### config.mk
export PLATFORM = sky130hd
export DESIGN_NAME = shadow_pfq
export DESIGN_NICKNAME = d
export VERILOG_FILES = /design/src/rtl/sq_pkg.sv /design/src/rtl/sq_ctrl.sv /design/src/rtl/sq_stage.sv /design/src/rtl/shadow_pfq.sv
export SDC_FILE = /design/constraint.sdc
export NUM_CORES = 1
export LEC_CHECK = 0
export ABC_AREA = 1
export BUFFER_PORTS_ARGS = -buffer_cell sky130_fd_sc_hd__buf_4
export CAP_MARGIN = 25
export CORE_MARGIN = 2
export CORE_UTILIZATION = 45
export CTS_CLUSTER_SIZE = 28
export DETAILED_ROUTE_END_ITERATION = 6
export PLACE_DENSITY = 0.67
export SLEW_MARGIN = 15
export SYNTH_ARGS = -nofsm -noshare
export SYNTH_HDL_FRONTEND = slang
export SYNTH_HIERARCHICAL = 1
export SYNTH_SLANG_ARGS = --single-unit
### constraint.sdc
create_clock -name clk_i -period 1.3 [get_ports clk_i]
set_input_delay 0 -clock clk_i [delete_from_list [all_inputs] [get_ports clk_i]]
set_output_delay 0 -clock clk_i [all_outputs]
set_load 0.03 [all_outputs]
### src/rtl/sq_pkg.sv
package sq_pkg;
    localparam int NSTAGE = 3;
    localparam int ST_A   = 0;
    localparam int ST_B   = 1;
    localparam int ST_C   = 2;

    typedef struct packed {
        logic [NSTAGE-1:0] valid;
        logic              start;
        logic              ext;
        logic              err;
    } sq_ctl_t;
endpackage

### src/rtl/sq_ctrl.sv
module sq_ctrl
    import sq_pkg::*;
(
    input  logic [NSTAGE-1:0] valid_q,
    input  logic              fetch,
    input  logic              part_cmd,
    input  logic              full_cmd,
    input  logic              resync,
    output logic [NSTAGE-1:0] load,
    output logic [NSTAGE-1:0] valid_d,
    output logic              start_d,
    output logic              ext_d,
    output logic              err_set
);
    logic full, part, cmd;
    logic va, vb, vc;
    logic bc_move, ab_move, a_keep, take;

    always_comb begin
        full    = full_cmd;
        part    = part_cmd & ~full_cmd;
        cmd     = full | part;
        va      = valid_q[ST_A];
        vb      = valid_q[ST_B];
        vc      = valid_q[ST_C];

        // B to C: commanded full advance, or fall-through when C is empty
        bc_move = vb & (full | (~part & ~vc));
        // A to B: any command, or fall-through when B is empty or emptying
        ab_move = va & (cmd | ~vb | bc_move);
        a_keep  = va & ~ab_move;
        take    = fetch & ~a_keep;

        valid_d[ST_C] = full ? vb : (vc | bc_move);
        valid_d[ST_B] = cmd ? va : (ab_move | (vb & ~bc_move));
        valid_d[ST_A] = a_keep | take;

        load[ST_A] = take;
        load[ST_B] = ab_move;
        load[ST_C] = bc_move;

        start_d = bc_move;
        ext_d   = part & vb;
        err_set = (cmd & ~vb) | (fetch & a_keep);

        if (resync) begin
            valid_d = '0;
            load    = '0;
            start_d = 1'b0;
            ext_d   = 1'b0;
            err_set = 1'b0;
        end
    end
endmodule

### src/rtl/sq_stage.sv
module sq_stage #(
    parameter int WORD_W = 16
) (
    input  logic              clk_i,
    input  logic              rst_i,
    input  logic              en,
    input  logic [WORD_W-1:0] src,
    output logic [WORD_W-1:0] word_q
);
    logic [WORD_W-1:0] word_d;

    always_comb begin
        word_d = word_q;
        if (en) word_d = src;
    end

    always_ff @(posedge clk_i) begin
        if (rst_i) word_q <= '0;
        else       word_q <= word_d;
    end
endmodule

### src/rtl/shadow_pfq.sv
module shadow_pfq
    import sq_pkg::*;
#(
    parameter int WORD_W = 16
) (
    input  logic              clk_i,
    input  logic              rst_i,
    input  logic              fetch_valid_i,
    input  logic [WORD_W-1:0] fetch_word_i,
    input  logic              adv_part_i,
    input  logic              adv_full_i,
    input  logic              resync_i,
    output logic [2:0]        stage_valid_o,
    output logic [WORD_W-1:0] opcode_o,
    output logic              insn_start_o,
    output logic              ext_used_o,
    output logic [WORD_W-1:0] ext_word_o,
    output logic              err_o
);
    sq_ctl_t           ctl_d, ctl_q;
    logic [WORD_W-1:0] ext_word_d, ext_word_q;
    logic [NSTAGE-1:0] load, valid_n;
    logic              start_n, ext_n, err_set;
    logic [WORD_W-1:0] word_q [NSTAGE];

    sq_ctrl u_ctrl (
        .valid_q  (ctl_q.valid),
        .fetch    (fetch_valid_i),
        .part_cmd (adv_part_i),
        .full_cmd (adv_full_i),
        .resync   (resync_i),
        .load     (load),
        .valid_d  (valid_n),
        .start_d  (start_n),
        .ext_d    (ext_n),
        .err_set  (err_set)
    );

    for (genvar i = 0; i < NSTAGE; i++) begin : g_stage
        logic [WORD_W-1:0] src;
        if (i == 0) begin : g_head
            assign src = fetch_word_i;
        end else begin : g_tail
            assign src = word_q[i-1];
        end
        sq_stage #(.WORD_W(WORD_W)) u_stage (
            .clk_i  (clk_i),
            .rst_i  (rst_i),
            .en     (load[i]),
            .src    (src),
            .word_q (word_q[i])
        );
    end

    always_comb begin
        ctl_d.valid = valid_n;
        ctl_d.start = start_n;
        ctl_d.ext   = ext_n;
        ctl_d.err   = ctl_q.err | err_set;
        ext_word_d  = ext_word_q;
        if (ext_n) ext_word_d = word_q[ST_B];
    end

    always_ff @(posedge clk_i) begin
        if (rst_i) begin
            ctl_q      <= '0;
            ext_word_q <= '0;
        end else begin
            ctl_q      <= ctl_d;
            ext_word_q <= ext_word_d;
        end
    end

    assign stage_valid_o = ctl_q.valid;
    assign opcode_o      = word_q[ST_C];
    assign insn_start_o  = ctl_q.start;
    assign ext_used_o    = ctl_q.ext;
    assign ext_word_o    = ext_word_q;
    assign err_o         = ctl_q.err;

    p_start_has_c_r5: assert property (@(posedge clk_i) disable iff (rst_i)
        insn_start_o |-> stage_valid_o[ST_C]);
    p_ext_word_r4: assert property (@(posedge clk_i) disable iff (rst_i)
        (adv_part_i && !adv_full_i && !resync_i && stage_valid_o[ST_B])
        |=> (ext_used_o && ext_word_o == $past(word_q[ST_B])));
    p_full_wins_r6: assert property (@(posedge clk_i) disable iff (rst_i)
        !(insn_start_o && ext_used_o));
    p_bad_full_r8: assert property (@(posedge clk_i) disable iff (rst_i)
        (adv_full_i && !resync_i && !stage_valid_o[ST_B])
        |=> (err_o && !stage_valid_o[ST_C] && !insn_start_o));
    p_resync_clear_r10: assert property (@(posedge clk_i) disable iff (rst_i)
        resync_i |=> (stage_valid_o == 3'b000));
    p_err_sticky_r11: assert property (@(posedge clk_i) disable iff (rst_i)
        err_o |=> err_o);
endmodule

Word level (Yosys, flattened, before mapping):

Index checks and enable logic that the tools add are counted.
Widths: inputs -> output; s select.

* input port bits: 22
* register bits after elaboration: 70
* output and inout bits: 38
* word-level logic and storage cells: 40

* bitwise logic cells: 26
* reduce and logical (&&, ||, !) cells: 1
* multiplexer cells: 5

Operator list (number)
* $and 1x1->1: 10
* $or 1x1->1: 9
* $not 1->1: 7
* $mux 1: 4
* $mux 3: 1
* $reduce_or 2->1: 1

Logic depth before layout (Yosys ltp):

* word-level depth: 14
* depth in mapped cells: 10
* gate-level depth less buffers: 9

Hierarchy:

The synthesis kept the hierarchy.

Modules (own cells, without submodules)
* sq_stage: cells an instance 101, seq. area each 320.3 um2, times used 3, area an instance 670.6 um2
* shadow_pfq: cells an instance 120, seq. area each 440.4 um2, times used 1, area an instance 847.1 um2
* sq_ctrl: cells an instance 29, seq. area each 0.0 um2, times used 1, area an instance 138.9 um2

Least setup slack after synthesis:

Ideal clock, no wire load.

* path type: reg2reg
* start point: reg ctl_q (netlist bit stage_valid_o[0])
* end point: reg g_stage[1].u_stage.word_q[4]
* clock period less this slack: 1.430 ns
* required time: 1.186 ns
* setup time: 0.114 ns
* cell stages (with the launch flop): 7
* path buffers: 1
* arrival time: 1.316 ns
* path slack: -0.130 ns
* cell sequence: dfxtp_1 -> nand2_1 -> nor2_1 -> buf_6 -> nand2_1 -> nand2_1 -> nor2_2

* word-level cells in the longest chain between the ends: 2

Ends and longest elaborated chain
* start, declared: line shadow_pfq.sv:20 `sq_ctl_t ctl_d, ctl_q;`
* start signal, assigned: line shadow_pfq.sv:69 `ctl_q <= ctl_d;`
* $and 1x1->1: line sq_ctrl.sv:30 `ab_move = va & (cmd | ~vb | bc_move);`
* $mux 3: line sq_ctrl.sv:46 `if (resync) begin`
* named net load[1]: line shadow_pfq.sv:22 `logic [NSTAGE-1:0] load, valid_n;`
* end signal, assigned: line sq_stage.sv:19 `else word_q <= word_d;`
* end, declared: line sq_stage.sv:8 `output logic [WORD_W-1:0] word_q`

The timed path passes the listed nets, and every way through them passes these cells.
A chain may end at the register's enable or synchronous reset.

Worst setup path after layout:

* start point: in resync_i
* end point: reg g_stage[1].u_stage.word_q[12]

* word-level cells in the longest chain between the ends: 1

Ends and longest elaborated chain
* start, declared: line shadow_pfq.sv:12 `input logic resync_i,`
* $mux 3: line sq_ctrl.sv:46
* named net load[1]: line shadow_pfq.sv:22

The timed path passes the listed nets, and every way through them passes these cells.

==> flow_summary.yaml <==
sta:
  hold-worst-slack_ns: 0.0552
  min_period_ns: 1.25
  relSlewSlack_pct: 70.1
  skew_ns: 0.00754
  drv_slew: 0
  worst_pin_slew_ns: 0.448
  rsz0062_at_grt: "yes"
  layout_setup_ws_ns: 0.0529
  max_freq_ghz: 0.802
  setup_viol: 0
  hold_viol: 0
  period_share_pct: 95.9
min_path:
  hold_class: "input pin to flip-flop"
  min_to: "stage_valid_o[2]$_SDFF_PP0_"
  min_from: "adv_full_i"
  whs_path_depth: 6
global_route:
  grt_pass1_wl_mm: 9.24
  grtUsageTotal_pct: 15.5
  grt_max_degree: 34
  overflow: 0
  antenna_found_initial: 0
  grt_pass1_vias: 2167
detailed_routing:
  wl_per_cell_um: 9.09
  drt_wl_total_mm: 5.53
  drt-pass1-iter-count: 4
  dr_total_vias: 2521
  route.detailed.drc: 0
  via_per_inst: 4.15
  drt_iter0_drc: 85
  antenna_left: 0
pwr:
  combinationalPowerShare_pct: 10.0
  p_int_uw: 3120
  net-switching-power_uw: 972
  p_leak_uw: 0.00179
  pwr-share-clk_pct: 35.1
  pwr_density_cell_nw_per_um2: 1070
  vdd_drop_max_mv: 0.641
  seqPwrFrac_pct: 54.9
  switching_share_pct: 23.8
synthesis:
  synthCells: 452
  ys_async_sr_fraction_pct: 0
  synthTopCellsByCount: "133 x nand2_1, 129 x nor2_1, 77 x inv_1"
  ys.warnings.count: 6
  yosysTopAreaCellShare_pct: 46.7
  yosysSeqAreaShare_pct: 46.7
  yosysUniqueCellTypes: 16
  synth_edf_count: 0
  synthTopCellsByArea: "dfxtp_1 47%, nand2_1 17%, nor2_1 16%"
  synth_nets: 474
  yosysTopAreaCell: "dfxtp_1"
  synth.most_common_cell: "nand2_1"
  ys_seq_elements: 70
  synth_ff_type: "dfxtp_1"
  synth_area_per_cell_um2: 6.63
  synth_area_um2: 3000
critical_path:
  critPathRequiredTime_ns: 1.53
  r2r_slack_ns: 0.07
  crit_family: "buffers and inverters"
  path_buf_inv: 4
  crit_path_end_kind: "flip-flop"
  slowest_delay_ns: 0.54
  worst_path_most_repeated_cell: "nand2_1"
  r2r_end: "g_stage[1].u_stage/word_q[12]$_SDFFE_PP0P_"
  worstReg2RegStart: "stage_valid_o[2]$_SDFF_PP0_"
  crit_path_cell_trace: "dlygate4sd3_1 -> buf_4 -> inv_2 -> nand2_1 -> nor2_4 -> clkbuf_16 -> nand2_1 -> nand2_1 -> nor2_1"
  slowest_stage: "dlygate4sd3_1"
  cp.arrival_ns: 1.47
  worst-r2r-cell-count: 8
  crit_fanout: 16
  critPathLaunchType: "input pin"
  crit_type: "input pin to flip-flop"
finish:
  nFillCells: 610
  nNetsFinal: 550
  multi_input_area_um2: 1140
  drive_above_1_share_pct: 19.2
  diodes: 0
  fin_util_pct: 60.0
  seq_area_um2: 1410
  synthToLayoutAreaGrowth_pct: 27.8
place:
  hpwl_mm: 3.62
  pre_cts_slack_ns: 0.0948
  place.gp.congestion: 0.798
  portBuffers: 59
status:
  outcome: "finished, final reports clean"
clock_tree:
  cts.sinks: 70
  numCtsBuffers: 9
  root_buffer: "clkbuf_8"
  cts_max_path_buffers: 2
  cts.htree.levels: 3
  clk_latency_ns: 0.33
  clkTransAtPathRegs_ns: 0.06
  tritoncts: "done"
die:
  dieWidth_um: 85.6
  die_y_um: 85.6
  core_area_um2: 6390
  die-area_um2: 7330
  initial_core_util_pct: 46.9
  pin_count: 60
  rows: 29
job:
  cap_violations: 0
metal layers:
metal  GRT usage, %  part of all wire, %  vias up
met5              0                    0        -
met4           8.23                  1.7        0
met3           3.37                  4.5        9
met2           23.1                   41       58
met1           21.1                   53     1026
li1               -                    -     1428
worst max path at each step:
stage / slack, ns / endpoint / cells after the start / start
after floorplan: 0.03 / g_stage[0].u_stage/word_q[5]$_SDFFE_PP0P_ / 8 / stage_valid_o[2]$_SDFF_PP0_
after global placement: 0.13 / g_stage[0].u_stage/word_q[5]$_SDFFE_PP0P_ / 8 / stage_valid_o[2]$_SDFF_PP0_
after detailed placement: 0.09 / g_stage[0].u_stage/word_q[5]$_SDFFE_PP0P_ / 8 / stage_valid_o[2]$_SDFF_PP0_
after CTS: 0.07 / g_stage[2].u_stage/word_q[4]$_SDFFE_PP0P_ / 9 / resync_i
after global routing: -0.02 / g_stage[2].u_stage/word_q[4]$_SDFFE_PP0P_ / 9 / resync_i
final: 0.05 / g_stage[1].u_stage/word_q[12]$_SDFFE_PP0P_ / 9 / resync_i
tightest hold or removal path: stages:
cell and delay (ns):
buf_4 0.09, inv_2 0.05, nand3_1 0.07, nand2_1 0.05, inv_1 0.05, nor2_1 0.04
power by group through the flow:
stage	clock network [uW]	registers, uW	logic, uW
2_1_floorplan	0	2310	241
3_3_place_gp	0	2290	354
3_5_place_dp	0	2290	361
4_1_cts	1490	2240	404
5_1_grt	1580	2250	465
6_report	1440	2240	408
metrics by stage:
| step | setup TNS (ns) | cell area [um^2] | total power [uW] | instances |
|---|---|---|---|---|
| CTS | 0 | 3790 | 4140 | 606 |
| floorplan | 0 | 3000 | 2550 | 452 |
| global placement | 0 | 3460 | 2650 | 574 |
| finish | 0 | 3830 | 4090 | 608 |
| global route | -0.0756 | 3830 | 4300 | 608 |
| detailed placement | 0 | 3460 | 2650 | 574 |
registers in the layout, summed over array words and instances (netlist names):
register and cells:
stage_valid_o 3, ext_word_o 16, insn_start_o 1, err_o 1, ext_used_o 1, g_stage.u_stage/word_q 48
cell type report:
type                    instances  share of cell area (%)
inverters                      80                    7.84
clock buffers                  12                    3.79
repair buffers                 83                    19.2
well taps                      77                    2.51
flip-flops and latches         70                    36.7
clock inverters                 2                   0.261
multi-input cells             284                    29.7
kinds of logic (layout without fill, tap and decap cells):
family,Yosys count,after routing,synth area share [%]
compound gates,3,3,0.835
simple gates,281,281,36.6
buf+inv,98,177,15.8
flops,70,70,46.7
placed cells by master (no fill, tap or decap):
cell	count
nand3_1	3
clkbuf_16	1
nor2_1	128
buf_4	60
buf_12	4
nand2_2	4
inv_1	77
inv_2	3
nor3_2	1
clkbuf_1	2
o21bai_2	1
nand4_1	1
nor2_4	1
dlygate4sd3_1	18
nand2_1	133
clkinv_2	2
clkbuf_8	10
dfxtp_1	67
o21ai_2	1
a21oi_2	1
nor2_2	10
dfxtp_2	3
timing repair:
action,CTS,global route
hold buffers,18,0
hold endpoints to repair,22,0
setup buffers,0,1
resized for setup,0,1
endpoints found under the setup margin,0,24
(Power assumes the default switching activity.)
